## config.mk

```make
export PLATFORM = sky130hd
export DESIGN_NAME = psc_mlpwm
export DESIGN_NICKNAME = d
export VERILOG_FILES = /design/src/rtl/pscpwm_pkg.sv /design/src/rtl/pscpwm_carrier.sv /design/src/rtl/pscpwm_cell.sv /design/src/rtl/pscpwm_level.sv /design/src/rtl/psc_mlpwm.sv
export SDC_FILE = /design/constraint.sdc
export NUM_CORES = 1
export LEC_CHECK = 0
export ABC_AREA = 1
export BUFFER_PORTS_ARGS = -buffer_cell sky130_fd_sc_hd__clkbuf_2
export CAP_MARGIN = 10
export CORE_ASPECT_RATIO = 0.8
export CORE_MARGIN = 3
export CORE_UTILIZATION = 60
export DETAILED_ROUTE_END_ITERATION = 10
export GPL_TIMING_DRIVEN = 0
export PLACE_DENSITY_LB_ADDON = 0.15
export SYNTH_ARGS = -nofsm -noshare
export SYNTH_HDL_FRONTEND = slang
export SYNTH_SLANG_ARGS = --single-unit
```

## constraint.sdc

```tcl
create_clock -name clk -period 8.72 [get_ports clk]
set_clock_uncertainty 0.05 [all_clocks]
set_input_delay 0.872 -clock clk [delete_from_list [all_inputs] [get_ports clk]]
set_output_delay 0.872 -clock clk [all_outputs]
set_load 0.01 [all_outputs]
```

## src/rtl/pscpwm_pkg.sv

```systemverilog
package pscpwm_pkg;

  typedef enum logic [1:0] {
    CELL_ZERO = 2'b00,
    CELL_POS  = 2'b01,
    CELL_NEG  = 2'b11
  } cell_state_e;

  // bit 0 is the upper switch of half-bridge A
  typedef struct packed {
    logic b_lo;
    logic b_hi;
    logic a_lo;
    logic a_hi;
  } gate_quad_t;

endpackage

```

## src/rtl/pscpwm_carrier.sv

```systemverilog
module pscpwm_carrier #(
  parameter int CW = 8
) (
  input  logic          clk,
  input  logic          rst_n,
  input  logic          run,
  input  logic [CW-1:0] per,
  input  logic [CW-1:0] preload,
  output logic [CW-1:0] cnt
);

  logic up_q;

  always_ff @(posedge clk) begin
    if (!rst_n) begin
      cnt  <= '0;
      up_q <= 1'b1;
    end else if (!run) begin
      cnt  <= preload;
      up_q <= 1'b1;
    end else if (cnt == '0) begin
      cnt  <= CW'(1);
      up_q <= 1'b1;
    end else if (cnt >= per) begin
      cnt  <= cnt - 1'b1;
      up_q <= 1'b0;
    end else if (up_q) begin
      cnt  <= cnt + 1'b1;
    end else begin
      cnt  <= cnt - 1'b1;
    end
  end

  // a running carrier moves by one count per cycle
  p_carrier_step_r2: assert property (@(posedge clk) disable iff (!rst_n)
    (run && $past(run)) |-> ((cnt == $past(cnt) + 1'b1) || (cnt + 1'b1 == $past(cnt))));

endmodule

```

## src/rtl/pscpwm_cell.sv

```systemverilog
module pscpwm_cell
  import pscpwm_pkg::*;
#(
  parameter int CW = 8,
  parameter int RW = 8
) (
  input  logic                 clk,
  input  logic                 rst_n,
  input  logic                 run,
  input  logic signed [RW-1:0] ref_q,
  input  logic [CW-1:0]        cnt,
  output gate_quad_t           gates,
  output cell_state_e          state
);

  localparam int XW = ((RW > CW) ? RW : CW) + 2;

  logic signed [XW-1:0] ref_x, neg_x, car_x;
  logic leg_a, leg_b;

  always_comb begin
    ref_x = XW'(ref_q);
    neg_x = -ref_x;
    car_x = signed'(XW'(cnt));
    leg_a = run && (ref_x > car_x);
    leg_b = run && (neg_x > car_x);
  end

  always_comb begin
    gates.a_hi = leg_a;
    gates.a_lo = run & ~leg_a;
    gates.b_hi = leg_b;
    gates.b_lo = run & ~leg_b;
  end

  always_comb begin
    case ({gates.a_hi, gates.b_hi})
      2'b10:   state = CELL_POS;
      2'b01:   state = CELL_NEG;
      default: state = CELL_ZERO;
    endcase
  end

  // never both switches of one half-bridge
  p_no_shoot_r6: assert property (@(posedge clk) disable iff (!rst_n)
    !(gates.a_hi && gates.a_lo) && !(gates.b_hi && gates.b_lo));

  // the two half-bridges never both drive high
  p_legs_exclusive_r5: assert property (@(posedge clk) disable iff (!rst_n)
    !(gates.a_hi && gates.b_hi));

endmodule

```

## src/rtl/pscpwm_level.sv

```systemverilog
module pscpwm_level
  import pscpwm_pkg::*;
#(
  parameter int N  = 3,
  parameter int LW = 3
) (
  input  cell_state_e            st [N],
  output logic signed [LW-1:0]   level
);

  logic [LW-1:0] pos_n, neg_n;

  always_comb begin
    pos_n = '0;
    neg_n = '0;
    for (int i = 0; i < N; i++) begin
      if (st[i] == CELL_POS) pos_n = pos_n + 1'b1;
      if (st[i] == CELL_NEG) neg_n = neg_n + 1'b1;
    end
    level = signed'(pos_n - neg_n);
  end

endmodule

```

## src/rtl/psc_mlpwm.sv

```systemverilog
module psc_mlpwm
  import pscpwm_pkg::*;
#(
  parameter int NCELL = 3,
  parameter int CW    = 8,
  parameter int RW    = 8
) (
  input  logic                          clk,
  input  logic                          rst_n,
  input  logic                          enable,
  input  logic [CW-1:0]                 period,
  input  logic                          ref_valid,
  output logic                          ref_ready,
  input  logic signed [RW-1:0]          ref_data,
  output logic [4*NCELL-1:0]            gates,
  output logic signed [$clog2(NCELL+1):0] level
);

  localparam int LW = $clog2(NCELL + 1) + 1;
  localparam int PW = CW + $clog2(NCELL) + 1;

  logic                 run_q;
  logic [CW-1:0]        per_q;
  logic signed [RW-1:0] ref_q;

  logic [CW-1:0] cnt [NCELL];
  gate_quad_t    quad [NCELL];
  cell_state_e   st [NCELL];

  assign ref_ready = !run_q || (cnt[0] == '0);

  always_ff @(posedge clk) begin
    if (!rst_n) begin
      run_q <= 1'b0;
      per_q <= '0;
      ref_q <= '0;
    end else begin
      run_q <= enable;
      if (!run_q) per_q <= period;
      if (ref_valid && ref_ready) ref_q <= ref_data;
    end
  end

  for (genvar k = 0; k < NCELL; k++) begin : g_cell
    logic [PW-1:0] prod;
    logic [CW-1:0] preload;

    assign prod    = PW'(per_q) * PW'(k);
    assign preload = CW'(prod / PW'(NCELL));

    pscpwm_carrier #(.CW(CW)) u_car (
      .clk     (clk),
      .rst_n   (rst_n),
      .run     (run_q),
      .per     (per_q),
      .preload (preload),
      .cnt     (cnt[k])
    );

    pscpwm_cell #(.CW(CW), .RW(RW)) u_cell (
      .clk   (clk),
      .rst_n (rst_n),
      .run   (run_q),
      .ref_q (ref_q),
      .cnt   (cnt[k]),
      .gates (quad[k]),
      .state (st[k])
    );

    assign gates[4*k +: 4] = quad[k];
  end

  pscpwm_level #(.N(NCELL), .LW(LW)) u_level (
    .st    (st),
    .level (level)
  );

  // idle means every switch off and a zero level
  p_idle_quiet_r7: assert property (@(posedge clk) disable iff (!rst_n)
    !run_q |-> (gates == '0 && level == '0));

  // level stays within the cell count
  p_level_range_r5: assert property (@(posedge clk) disable iff (!rst_n)
    (level <= NCELL) && (level >= -NCELL));

  // held sample only changes on a handshake
  p_ref_hold_r8: assert property (@(posedge clk) disable iff (!rst_n)
    !(ref_valid && ref_ready) |=> $stable(ref_q));

  // peak is frozen during a run
  p_period_hold_r9: assert property (@(posedge clk) disable iff (!rst_n)
    $past(run_q) |-> $stable(per_q));

endmodule

```

# Word-level counts from Yosys, hierarchy flattened
# Index checks and enable logic that the tools add are counted.
# word_totals
reg_bits,44
in_bits,20
out_inout_bits,16
elab_cells,95
# op_classes
add_sub_neg,12
div_mod_pow,2
magnitude_cmp,9
n_eq_ne,12
muxes,20
bitwise_logic,14
n_reduce_logical,16
# op_table
cell,count
8-bit 2-to-1 mux,10
10-bit by 9-bit > comparator with 1-bit output,3
8-bit by 9-bit > comparator with 1-bit output,3
8-bit by 1-bit adder with 8-bit output (second input constant),3
8-bit greater-or-equal comparator,3
8-bit zero test,3
8-bit by 1-bit subtractor with 8-bit output (second input constant),3
2-bit by 1-bit == test with 1-bit output (second input constant),6
2-bit == test (second input constant),6
3-bit 2-to-1 mux,4
2-bit one-hot mux with 2 select lines,3
8-bit by 2-bit divider with 11-bit output (second input constant),1
9-bit by 2-bit divider with 11-bit output (second input constant),1
8-bit negation with 10-bit output,1
3-bit OR reduction,3
1-bit inverter,8
1-bit logical AND,7
3-bit by 1-bit adder with 3-bit output (second input constant),2
1-bit bitwise AND,6
1-bit by 1-bit adder with 2-bit output (second input constant),2
1-bit 2-to-1 mux,3
3-bit subtractor,1
2-bit AND reduction,1
1-bit zero test,1
1-bit logical OR,1

# Logic depth before layout (Yosys ltp)
# Gate-level depths: netlist of the first run.
# depth
word_depth,12
depth_mapped,23
ltp_nobuf,23

# Cells and area by module
# A second synthesis of the first run with hierarchy kept.
# unflattened
cells_unflattened,967
hier_area_um2,5995.8
# by_module_without_submodules
module,n_inst,cells_each,area_per_inst_um2,seq_area_each_um2
pscpwm_carrier,3,152,952.2,180.2
pscpwm_cell,3,110,636.9,0.0
psc_mlpwm,1,147,1034.7,340.3
pscpwm_level,1,34,193.9,0.0

# Least setup slack after synthesis of the first run
# Ideal clock, no wire load.
# synth_path
path_kind,flip-flop to output port
startpoint,register ref_q[2]
endpoint,output level[2]
arrival_ns,3.281
required_time_ns,7.798
setup_slack_ns,4.517
stages_incl_launch_ff,22
path_cell_list,dfxtp_1 inv_2 nand3_2 nor3_4 xor2_1 inv_1 ha_1 nand2_1 inv_1 nand3_1 o211a_1 o211ai_1 o311ai_1 nor2_1 inv_1 ha_1 xor2_1 ha_1 fa_1 inv_1 nand2_1 nand2_1
# synth_via
elab_chain_cells,12
word_cells_on_any_way,39
cone_classes,add/sub: 6; order compare: 6; eq/ne: 12; mux: 9; reduce/logical: 6
# synth_rtl
item,line_no,source
"start, declared",psc_mlpwm.sv:24,logic signed [RW-1:0] ref_q;
"start signal, assigned",psc_mlpwm.sv:40,if (ref_valid && ref_ready) ref_q <= ref_data;
8-bit negation with 10-bit output,pscpwm_cell.sv:23,neg_x = -ref_x;
10-bit by 9-bit > comparator with 1-bit output,pscpwm_cell.sv:26,leg_b = run && (neg_x > car_x);
1-bit logical AND,pscpwm_cell.sv:26,
2-bit by 1-bit == test with 1-bit output / 2-bit == test (equally long branches),pscpwm_cell.sv:37,"case ({gates.a_hi, gates.b_hi})"
2-bit one-hot mux with 2 select lines,pscpwm_cell.sv:37,
2-bit by 1-bit == test with 1-bit output / 2-bit == test (equally long branches),"pscpwm_level.sv:17, pscpwm_level.sv:18",
1-bit 2-to-1 mux (on tied branches),"pscpwm_level.sv:17, pscpwm_level.sv:18",
1-bit by 1-bit adder with 2-bit output (on tied branches),"pscpwm_level.sv:17, pscpwm_level.sv:18",
3-bit 2-to-1 mux (on tied branches),"pscpwm_level.sv:17, pscpwm_level.sv:18",
3-bit by 1-bit adder with 3-bit output (on tied branches),"pscpwm_level.sv:17, pscpwm_level.sv:18",
3-bit 2-to-1 mux (on tied branches),"pscpwm_level.sv:17, pscpwm_level.sv:18",
3-bit subtractor *,pscpwm_level.sv:20,level = signed'(pos_n - neg_n);
"end, declared",psc_mlpwm.sv:16,output logic signed [$clog2(NCELL+1):0] level
# Mark *: on every way between the ends. The rest lies on a longest branch, timed or not.

# Worst setup path in the final report of the first run
# layout_path
startpoint,register ref_q[1]
endpoint,output level[2]
# Same word-level chain as after synthesis.

==> key figures, run 1 <==
GRT
  – Vias in the first global route: 4,606
  – Global Route Usage Sum: 29.4%
  – First-pass GRT wire length: 21.2 mm
  – Initial antenna violation count: 0
  – Congestion Overflow GR: 0
  – Largest net degree at the start of global routing: 14

Synthesis
  – Synthesis warning total: 0
  – Number of synthesized flops with an enable pin: 0
  – #FFs+latches synth: 44
  – Syn Area/Cell: 6.98 µm²
  – Post-Synthesis Cells: 662
  – Largest area contributor in the netlist: ha_1
  – Ys async rst share: 0%
  – Yosys cell types: 47
  – Synth top area share: 23.8%
  – Sequential fraction of the synthesis area: 19.1%
  – Top cells by area, synth: ha_1, dfxtp_1, nand2_1, inv_1, a21oi_1
  – Mapped Area: 4620 µm²
  – Ys flop type: dfxtp_1
  – Syn nets: 771

Power and ir drop
  – Lkg Pwr: 0.00247 µW
  – Clock power share: 17.0%
  – Cell Pwr Density: 165 nW/µm²
  – Sw Ratio: 46.0%
  – VDD IR max: 0.0000830 V
  – Cell-internal power: 447 µW
  – Flop pwr share: 29.9%
  – Switching Power: 381 µW
  – Power Total: 829 µW
  – Comb power frac: 53.1%

Job
  – Max-cap viol count: 0

Critical path
  – Crit-path max cell delay: 0.52 ns
  – WS Path Type: register to primary output
  – Critical-path cell list: inv_2, ha_1, nand3_1, xnor2_1, inv_1, ha_1, nand2_1, inv_1, nand3_1, o211a_1, o211ai_1, o311ai_1, nor2_1, inv_1, ha_1, xor2_1, ha_1, fa_1, inv_1, nand2_1, nand2_1, clkbuf_2
  – Critical-path maximum fanout: 4
  – Crit end category: primary output
  – Worst Setup SP: ref_q[1]
  – Crit path arrival time: 4.31 ns
  – Reg2Reg Launch Point: per_q[3]
  – R2r setup slk: 5.83 ns
  – Required time worst endpoint: 7.80 ns
  – Worst setup SP type: register
  – CP max-delay cell: dfxtp_1

Floorplanning
  – Initial Util: 64.5%
  – IO Count: 36
  – Die Area: 8790 µm²
  – Core Footprint: 7160 µm²
  – Die Wd: 104 µm
  – Chip Height: 84.5 µm
  – FP Rows: 27

Final layout
  – Most frequent cells in the layout: nand2_1, inv_1, ha_1
  – Ant. Diodes: 0
  – Fin util: 70.0%
  – Commonest non-fill, non-tap cell in the layout: nand2_1
  – Nets: 813
  – Share of layout cells above drive strength 1: 12.8%
  – Layout area overhead: 8.56%
  – Fillcell total: 656

Placed design
  – # port buffers: 35
  – DP HPWL: 10.2 mm
  – Setup WS pre-CTS: 3.86 ns
  – RePlAce Congestion: 0.997

Clock network
  – Sink Count: 44
  – Clk buf depth: 2
  – Post-CTS setup buffer count: 0
  – CTS resizes: 0
  – Later-pin clock latency in the skew report: 0.30 ns
  – # H-tree levels: 2
  – CTS tree: done
  – Post-CTS Hold Fix Bufs: 0
  – Clk root buf: clkbuf_8
  – Clock-pin slew on the worst setup and hold paths: 0.09 ns
  – CTS buffer count: 5

STA
  – Worst setup margin: 3.48 ns
  – Worst hold slack: 0.469 ns
  – Fin crit share: 60.0%
  – Worst slew pin tran: 0.717 ns
  – Fin. max-slew vios: 0
  – Hold Vio Cnt, Final: 0
  – Tmin final: 5.24 ns
  – Final setup vio count: 0
  – Setup TNS: 0 ns
  – RSZ-0062 raised after global routing: no
  – Max Freq: 191 MHz
  – Worst slew margin: 51.5%

Detailed routing
  – Routed via count: 4,708
  – Total Routed Length: 12.7 mm
  – DR WL/cell: 15.7 µm
  – Antenna viol nets, final: 0
  – 1st-iter DRT viols: 363
  – First-pass DRT Iterations: 5
  – Post-DR vias/cell: 5.84
  – DRC violations left: 0

Run status
  – Status: complete, no violations

Worst hold path
  – Worst min path class: register to register
  – Hold path startpoint: g_cell[0].u_car.cnt[0]
[metrics by stage]
stage,cell area (µm²),cells
3_3_place_gp,4920,798
3_5_place_dp,4920,798
5_1_grt,5010,806
4_1_cts,5010,806
2_1_floorplan,4620,662
6_report,5010,806
[area by class of cell]
cell class                 instances  area (µm²)  area share (%)
timing repair buffer              35         175            3.49
sequential                        44         881            17.6
clock buffer                       7        86.3            1.72
multi-input combinational        509        3310            65.9
buffer                            13        71.3            1.42
tap                              101         126            2.52
clock inverter                     1        7.51           0.150
inverter                          96         360            7.19
[metal layers]
| metal | GRT usage (%) | vias up | part of all wire, % |
|---|---|---|---|
| met4 | 8.70 | 0 | 2.2 |
| met1 | 37.1 | 2154 | 44 |
| met3 | 7.61 | 32 | 9.5 |
| li1 | - | 2317 | - |
| met2 | 49.6 | 205 | 45 |
| met5 | 0 | - | 0 |
[critical path: cells and delay by family, from the launching register on]
kind / cells / cell delay [ns]
compound gates: 3 / 0.69
xor+xnor: 2 / 0.29
buf+inv: 6 / 0.54
flops: 1 / 0.52
simple gates: 6 / 0.59
fa+ha+maj: 5 / 1.37
[cells in the mapped netlist (3+ instances only)]
cell      count
nor2_1       59
nand3_2       5
clkbuf_1      6
a211oi_1      5
o22ai_1       3
xor2_1       10
nand3_1      31
nand2_2      18
ha_1         88
buf_4         6
a21oi_1      56
inv_1        90
nand4_1      13
o211ai_1      4
inv_2         5
dfxtp_1      44
nor3_1        9
xnor2_1       4
o21ai_0      51
or2_2         4
o21a_1        3
nand2_1     112
a31oi_1       3
[final timing paths]
| check | to | depth (start not counted) |
|---|---|---|
| min reg2reg | g_cell[0].u_car.cnt[0] | 1 |
| max reg2reg | g_cell[1].u_car.cnt[6] | 13 |
| min | g_cell[0].u_car.cnt[0] | 1 |
| max | level[2] | 22 |
[sequential cells by signal (all words and copies together), names as in the netlist]
signal,count
g_cell.u_car.cnt,24
per_q,8
ref_q,8
g_cell.u_car.up_q,3
run_q,1
[kinds of logic after synthesis]
logic type                 count (synthesis)  synth area share (%)
xor gates and xnor gates                  14                  2.65
muxes                                      1                 0.217
DFF                                       44                  19.1
and+or+nand+nor                          258                  25.7
AOI/OAI and AO/OA                        147                  18.8
buffers and inverters                    109                  9.35
adders and majority gates                 89                  24.3
[power groups by stage]
stage / sequential, µW / combinational, µW / clock [µW]
after CTS: 246 / 431 / 143
final: 248 / 440 / 140
after global placement: 250 / 404 / 0
after floorplan: 241 / 329 / 0
after global routing: 251 / 504 / 149
after detailed placement: 251 / 427 / 0
(Power assumes the default switching activity.)
==> inputs of run 2 (changes only) <==
--- a/config.mk
+++ b/config.mk
@@ -10,7 +10,7 @@
 export CAP_MARGIN = 10
 export CORE_ASPECT_RATIO = 0.8
 export CORE_MARGIN = 3
-export CORE_UTILIZATION = 60
+export CORE_UTILIZATION = 56
 export DETAILED_ROUTE_END_ITERATION = 10
 export GPL_TIMING_DRIVEN = 0
 export PLACE_DENSITY_LB_ADDON = 0.15
==> constraint.sdc (replaced) <==
create_clock -name clk -period 4.73 [get_ports clk]
set_clock_uncertainty 0.05 [all_clocks]
set_input_delay 0.473 -clock clk [delete_from_list [all_inputs] [get_ports clk]]
set_output_delay 0.473 -clock clk [all_outputs]
set_load 0.01 [all_outputs]
==> run 2 against run 1 <==
Net effect:
- non-clock buffer count increased by 8
- largest cell class unchanged
- register-to-register slack worse by 3.9 ns
- largest power group unchanged
- cell count is 1.5% higher
- highest routed layer unchanged
- combinational power is 92% higher
- critical endpoint is now level[1]
- sequential power grew 84%
- via count decreased by 0.15%
==> key figures, run 2 (same netlist as run 1, synthesis figures left out) <==
Clock network
  – CTS buffer count: 5
  – CTS tree: done
  – Clk root buf: clkbuf_8
  – Later-pin clock latency in the skew report: 0.30 ns
  – Sink Count: 44
  – Clk buf depth: 2
  – Clock-pin slew on the worst setup and hold paths: 0.09 ns
  – # H-tree levels: 2
  – Post-CTS Hold Fix Bufs: 0

Worst hold path
  – Worst min path class: input pin to register

Final layout
  – Register area: 890 µm²
  – Largest register FFs: 24
  – Nets: 821
  – Design Area, Final: 5210 µm²
  – Commonest non-fill, non-tap cell in the layout: nand2_1
  – Top reg by flops: g_cell.u_car.cnt
  – Ant. Diodes: 0
  – Biggest regs: g_cell.u_car.cnt x24, per_q x8, ref_q x8
  – Layout area overhead: 12.8%
  – Share of layout cells above drive strength 1: 16.7%
  – Area of the multi-input gates: 3390 µm²
  – Fillcell total: 698
  – Most frequent cells in the layout: nand2_1, inv_1, ha_1

Critical path
  – Worst setup SP type: register
  – Crit-path max cell delay: 0.52 ns
  – Critical-path cell list: inv_2, nand3_4, nor3_4, nand2_2, nor2_4, nor2_2, inv_1, nand2_2, ha_1, and3_4, nand2_1, o2111ai_2, nand2_2, nor2_4, inv_1, ha_1, xor2_1, ha_1, fa_2, inv_1, clkbuf_2
  – Crit end category: primary output
  – Crit path arrival time: 4.02 ns
  – WS Path Type: register to primary output
  – CP max-delay cell: fa_2
  – R2r setup slk: 1.91 ns
  – Required time worst endpoint: 4.21 ns
  – Critical-path maximum fanout: 3

Power and ir drop
  – Lkg Pwr: 0.00252 µW
  – Flop pwr share: 28.2%
  – Cell-internal power: 901 µW
  – Comb power frac: 52.3%
  – VDD IR max: 0.000258 V
  – Power Total: 1610 µW
  – Switching Power: 713 µW
  – Cell Pwr Density: 310 nW/µm²
  – Clock power share: 19.5%
  – Sw Ratio: 44.2%

Placed design
  – DP HPWL: 10.1 mm
  – Setup WS pre-CTS: 0.360 ns
  – DP Area: 4920 µm²
  – # port buffers: 35
  – RePlAce Congestion: 0.915

STA
  – Worst slew pin tran: 0.580 ns
  – Fin crit share: 96.1%
  – Setup TNS: 0 ns
  – Worst slew margin: 61.3%
  – Hold Vio Cnt, Final: 0
  – Max Freq: 220 MHz
  – Fin. max-slew vios: 0
  – Final setup vio count: 0
  – Tmin final: 4.54 ns
  – Worst hold slack: 0.292 ns
  – Worst setup margin: 0.185 ns

Floorplanning
  – Die Wd: 108 µm
  – Chip Height: 87.2 µm
  – Die Area: 9380 µm²
  – IO Count: 36
  – Initial Util: 59.9%
  – Core Footprint: 7710 µm²
  – FP Rows: 28

GRT
  – Congestion Overflow GR: 0
  – Vias in the first global route: 4,341
  – Global Route Usage Sum: 27.3%
  – Initial antenna violation count: 0
  – Largest net degree at the start of global routing: 15
  – First-pass GRT wire length: 20.5 mm

Detailed routing
  – DR WL/cell: 15.4 µm
  – First-pass DRT Iterations: 5
  – DRC violations left: 0
  – 1st-iter DRT viols: 331
  – Total Routed Length: 12.6 mm
  – Antenna viol nets, final: 0
  – Post-DR vias/cell: 5.75
  – Routed via count: 4,701

Run status
  – Status: complete, no violations

Job
  – Max-cap viol count: 0
-- run 2: changes by cell type in the layout (fill, tap and decap cells not counted), sizes merged --
| cell | delta |
|---|---|
| buf | +9 |
| clkinvlp | -1 |
| clkinv | +1 |
| bufinv | +1 |
| clkbuf | -2 |
-- run 2: metrics by stage --
| step | util (%) | cells |
|---|---|---|
| after global routing | 67.6 | 818 |
| after floorplan | - | 662 |
| final | 67.6 | 818 |
| after CTS | 65.5 | 810 |
| after detailed placement | 63.9 | 802 |
| after global placement | 63.9 | 802 |
-- run 2: final cells by class --
| class | instances | area share [%] |
|---|---|---|
| flip-flops and latches | 44 | 17.1 |
| clock inverters | 2 | 0.745 |
| clock buffers | 6 | 1.59 |
| inverters | 96 | 6.97 |
| well taps | 105 | 2.52 |
| plain buffers | 13 | 1.37 |
| repair buffers | 43 | 4.64 |
| multi-input cells | 509 | 65.1 |
-- run 2: per-layer routing --
metal | share of wire [%] | up-vias | track usage [%]
met5 | 0 | - | 0
met3 | 6.6 | 33 | 3.85
li1 | - | 2341 | -
met4 | 2.5 | 0 | 7.91
met1 | 46 | 2170 | 38.2
met2 | 44 | 157 | 43.9
-- run 2: path summary, 6_finish.rpt --
| path | from | endpoint | depth (start not counted) |
|---|---|---|---|
| worst min-delay path | enable | run_q | 3 |
| worst max register to register | per_q[3] | g_cell[1].u_car.cnt[6] | 13 |
| worst max-delay path | ref_q[2] | level[1] | 21 |
| worst min register to register | ref_q[0] | ref_q[0] | 2 |
-- run 2: power by group through the flow --
stage,Clock [µW],Sequential [µW],Combinational [µW]
2_1_floorplan,0,445,607
3_3_place_gp,0,462,747
3_5_place_dp,0,463,786
4_1_cts,321,455,791
5_1_grt,339,459,970
6_report,315,456,843
-- run 2: worst max-delay path, delay by kind of cell, from the launching register on --
family	cells	cell delay (ns)
fa+ha+maj	4	1.31
buf+inv	5	0.42
flops	1	0.36
compound gates	1	0.24
simple gates	10	1.23
xor+xnor	1	0.16
-- run 2: repair_timing --
action | 4_1_cts | 5_1_grt
endpoints found under the setup margin | 1 | 2
setup buffers | 0 | 8
endpoints found under the hold margin | 0 | 0
resized for setup | 1 | 26
pin swaps | 0 | 8
==> inputs of run 3 (changes only) <==
--- a/config.mk
+++ b/config.mk
@@ -6,13 +6,14 @@
 export NUM_CORES = 1
 export LEC_CHECK = 0
 export ABC_AREA = 1
-export BUFFER_PORTS_ARGS = -buffer_cell sky130_fd_sc_hd__clkbuf_2
+export BUFFER_PORTS_ARGS = -buffer_cell sky130_fd_sc_hd__buf_2
 export CAP_MARGIN = 10
 export CORE_ASPECT_RATIO = 0.8
 export CORE_MARGIN = 3
 export CORE_UTILIZATION = 56
 export DETAILED_ROUTE_END_ITERATION = 10
 export GPL_TIMING_DRIVEN = 0
+export MAX_ROUTING_LAYER = met4
 export PLACE_DENSITY_LB_ADDON = 0.15
 export SYNTH_ARGS = -nofsm -noshare
 export SYNTH_HDL_FRONTEND = slang
==> run 3 against run 2 <==
Net effect:
- maximum frequency shrank 0.17%
- worst setup slack worse by 0.0076 ns
- highest routed layer unchanged
- die area did not move
- utilization shrank 0.18 points
- count of clock-buffer cells in the layout increased by 1
- register-to-register slack about the same
- largest power group unchanged
==> key figures, run 3 (same netlist as run 1, synthesis figures left out) <==
Floorplanning
  – IO Count: 36
  – Die Area: 9380 µm²
  – Core Footprint: 7710 µm²
  – Chip Height: 87.2 µm
  – Die Wd: 108 µm
  – FP Rows: 28
  – Initial Util: 59.9%

Final layout
  – Most frequent cells in the layout: nand2_1, inv_1, ha_1
  – Fin util: 67.4%
  – Top reg by flops: g_cell.u_car.cnt
  – Register area: 890 µm²
  – Commonest non-fill, non-tap cell in the layout: nand2_1
  – Fillcell total: 671
  – Share of layout cells above drive strength 1: 16.5%
  – Area of the multi-input gates: 3410 µm²
  – Ant. Diodes: 0
  – Nets: 821
  – Largest register FFs: 24
  – Layout area overhead: 12.5%
  – Biggest regs: g_cell.u_car.cnt x24, per_q x8, ref_q x8

Clock network
  – Sink Count: 44
  – Clk root buf: clkbuf_8
  – # H-tree levels: 2
  – Clock-pin slew on the worst setup and hold paths: 0.09 ns
  – CTS buffer count: 5
  – Clk buf depth: 2
  – CTS tree: done
  – Later-pin clock latency in the skew report: 0.31 ns

Detailed routing
  – 1st-iter DRT viols: 351
  – DR WL/cell: 15.5 µm
  – DRC violations left: 0
  – Routed via count: 4,667
  – Post-DR vias/cell: 5.71
  – First-pass DRT Iterations: 5
  – Antenna viol nets, final: 0
  – Total Routed Length: 12.7 mm

Critical path
  – Required time worst endpoint: 4.21 ns
  – Worst setup SP type: register
  – Critical-path maximum fanout: 4
  – WS Path Type: register to primary output
  – Crit path arrival time: 4.03 ns
  – Crit end category: primary output
  – Reg2Reg Launch Point: per_q[3]
  – R2R Path End: g_cell[1].u_car.cnt[6]
  – R2r setup slk: 1.90 ns
  – R2R cell count: 13

Worst hold path
  – Hold path cells: 3
  – Worst hold path endpoint: run_q
  – Hold path startpoint: enable
  – Worst min path class: input pin to register

GRT
  – Vias in the first global route: 4,340
  – Congestion Overflow GR: 0
  – Initial antenna violation count: 0
  – First-pass GRT wire length: 20.5 mm
  – Global Route Usage Sum: 28.1%
  – Largest net degree at the start of global routing: 14

STA
  – Max Freq: 220 MHz
  – Worst slew margin: 56.9%
  – Setup TNS: 0 ns
  – Fin crit share: 96.2%
  – Fin. max-slew vios: 0
  – Hold Vio Cnt, Final: 0
  – Tmin final: 4.55 ns
  – Worst slew pin tran: 0.647 ns
  – Final setup vio count: 0

Power and ir drop
  – VDD IR max: 0.000164 V
  – Power Total: 1550 µW
  – Lkg Pwr: 0.00252 µW
  – Cell Pwr Density: 298 nW/µm²

Placed design
  – RePlAce Congestion: 0.972
  – # port buffers: 35
  – DP HPWL: 10.1 mm

Job
  – Max-cap viol count: 0

Run status
  – Status: complete, no violations
run 3: cell types whose count changed in the layout (fill, tap and decap cells not counted), sizes merged:
cell / before / now
bufinv: 1 / 0
buf: 16 / 50
clkbuf: 46 / 13
clkinv: 2 / 1
clkinvlp: 0 / 1
run 3: how the worst max path moves through the flow:
stage / from / end / slack (ns) / cells after the start
2_1_floorplan: ref_q[2] / level[2] / 0.93 / 21
3_3_place_gp: ref_q[1] / level[2] / 0.44 / 22
3_5_place_dp: ref_q[1] / level[2] / 0.35 / 21
4_1_cts: ref_q[1] / level[2] / 0.002 / 21
5_1_grt: ref_q[2] / level[2] / -0.08 / 22
6_report: ref_q[2] / level[2] / 0.18 / 22
run 3: per-stage QoR:
step	hold WS (ns)	setup slack (ns)	area [µm²]	std cells
after global routing	0.308	-0.0765	5190	818
after CTS	0.290	0.00170	5020	810
final	0.297	0.178	5190	818
after detailed placement	0.471	0.351	4920	802
after global placement	0.445	0.437	4920	802
after floorplan	0.419	0.926	4620	662
run 3: where the power goes:
group	leakage [µW]	total, µW	switching (µW)	internal, µW
Sequential	0.000364	456	52.5	404
Clock	0.0000445	258	139	119
Combinational	0.00212	834	515	319
run 3: cell type report:
cell class                 count  area share [%]
inverter                      96            7.08
timing repair buffer          43            4.53
buffer                        13            1.37
multi-input combinational    509            65.6
sequential                    44            17.1
clock inverter                 1           0.145
tap                          105            2.53
clock buffer                   7            1.66
run 3: layer usage:
metal / global-route usage [%] / routed length, µm / part of all wire [%]
met1: 39.1 / 6000 / 47
met2: 43.0 / 5630 / 44
met3: 3.93 / 835 / 6.6
met4: 7.22 / 196 / 1.5
met5: - / 0 / 0
run 3: what timing repair did:
action	in CTS	in global routing
setup endpoints to repair	0	2
resized for setup	0	28
hold buffers	0	0
hold endpoints to repair	0	0
buffers inserted	0	8
run 3: critical path: stages (launching register included):
cell and delay (ns):
dfxtp_4 0.37, inv_4 0.07, nand3_4 0.09, nor3_4 0.21, xor2_1 0.23, inv_2 0.06, ha_1 0.29, nand2_1 0.06
inv_1 0.08, nand3_2 0.11, o211a_1 0.22, o211ai_1 0.25, o311ai_4 0.18, nor2_2 0.16, inv_2 0.07, ha_4 0.23
xor2_1 0.17, ha_1 0.20, fa_1 0.37, inv_1 0.07, nand2_1 0.05, nand2_1 0.07, buf_2 0.12
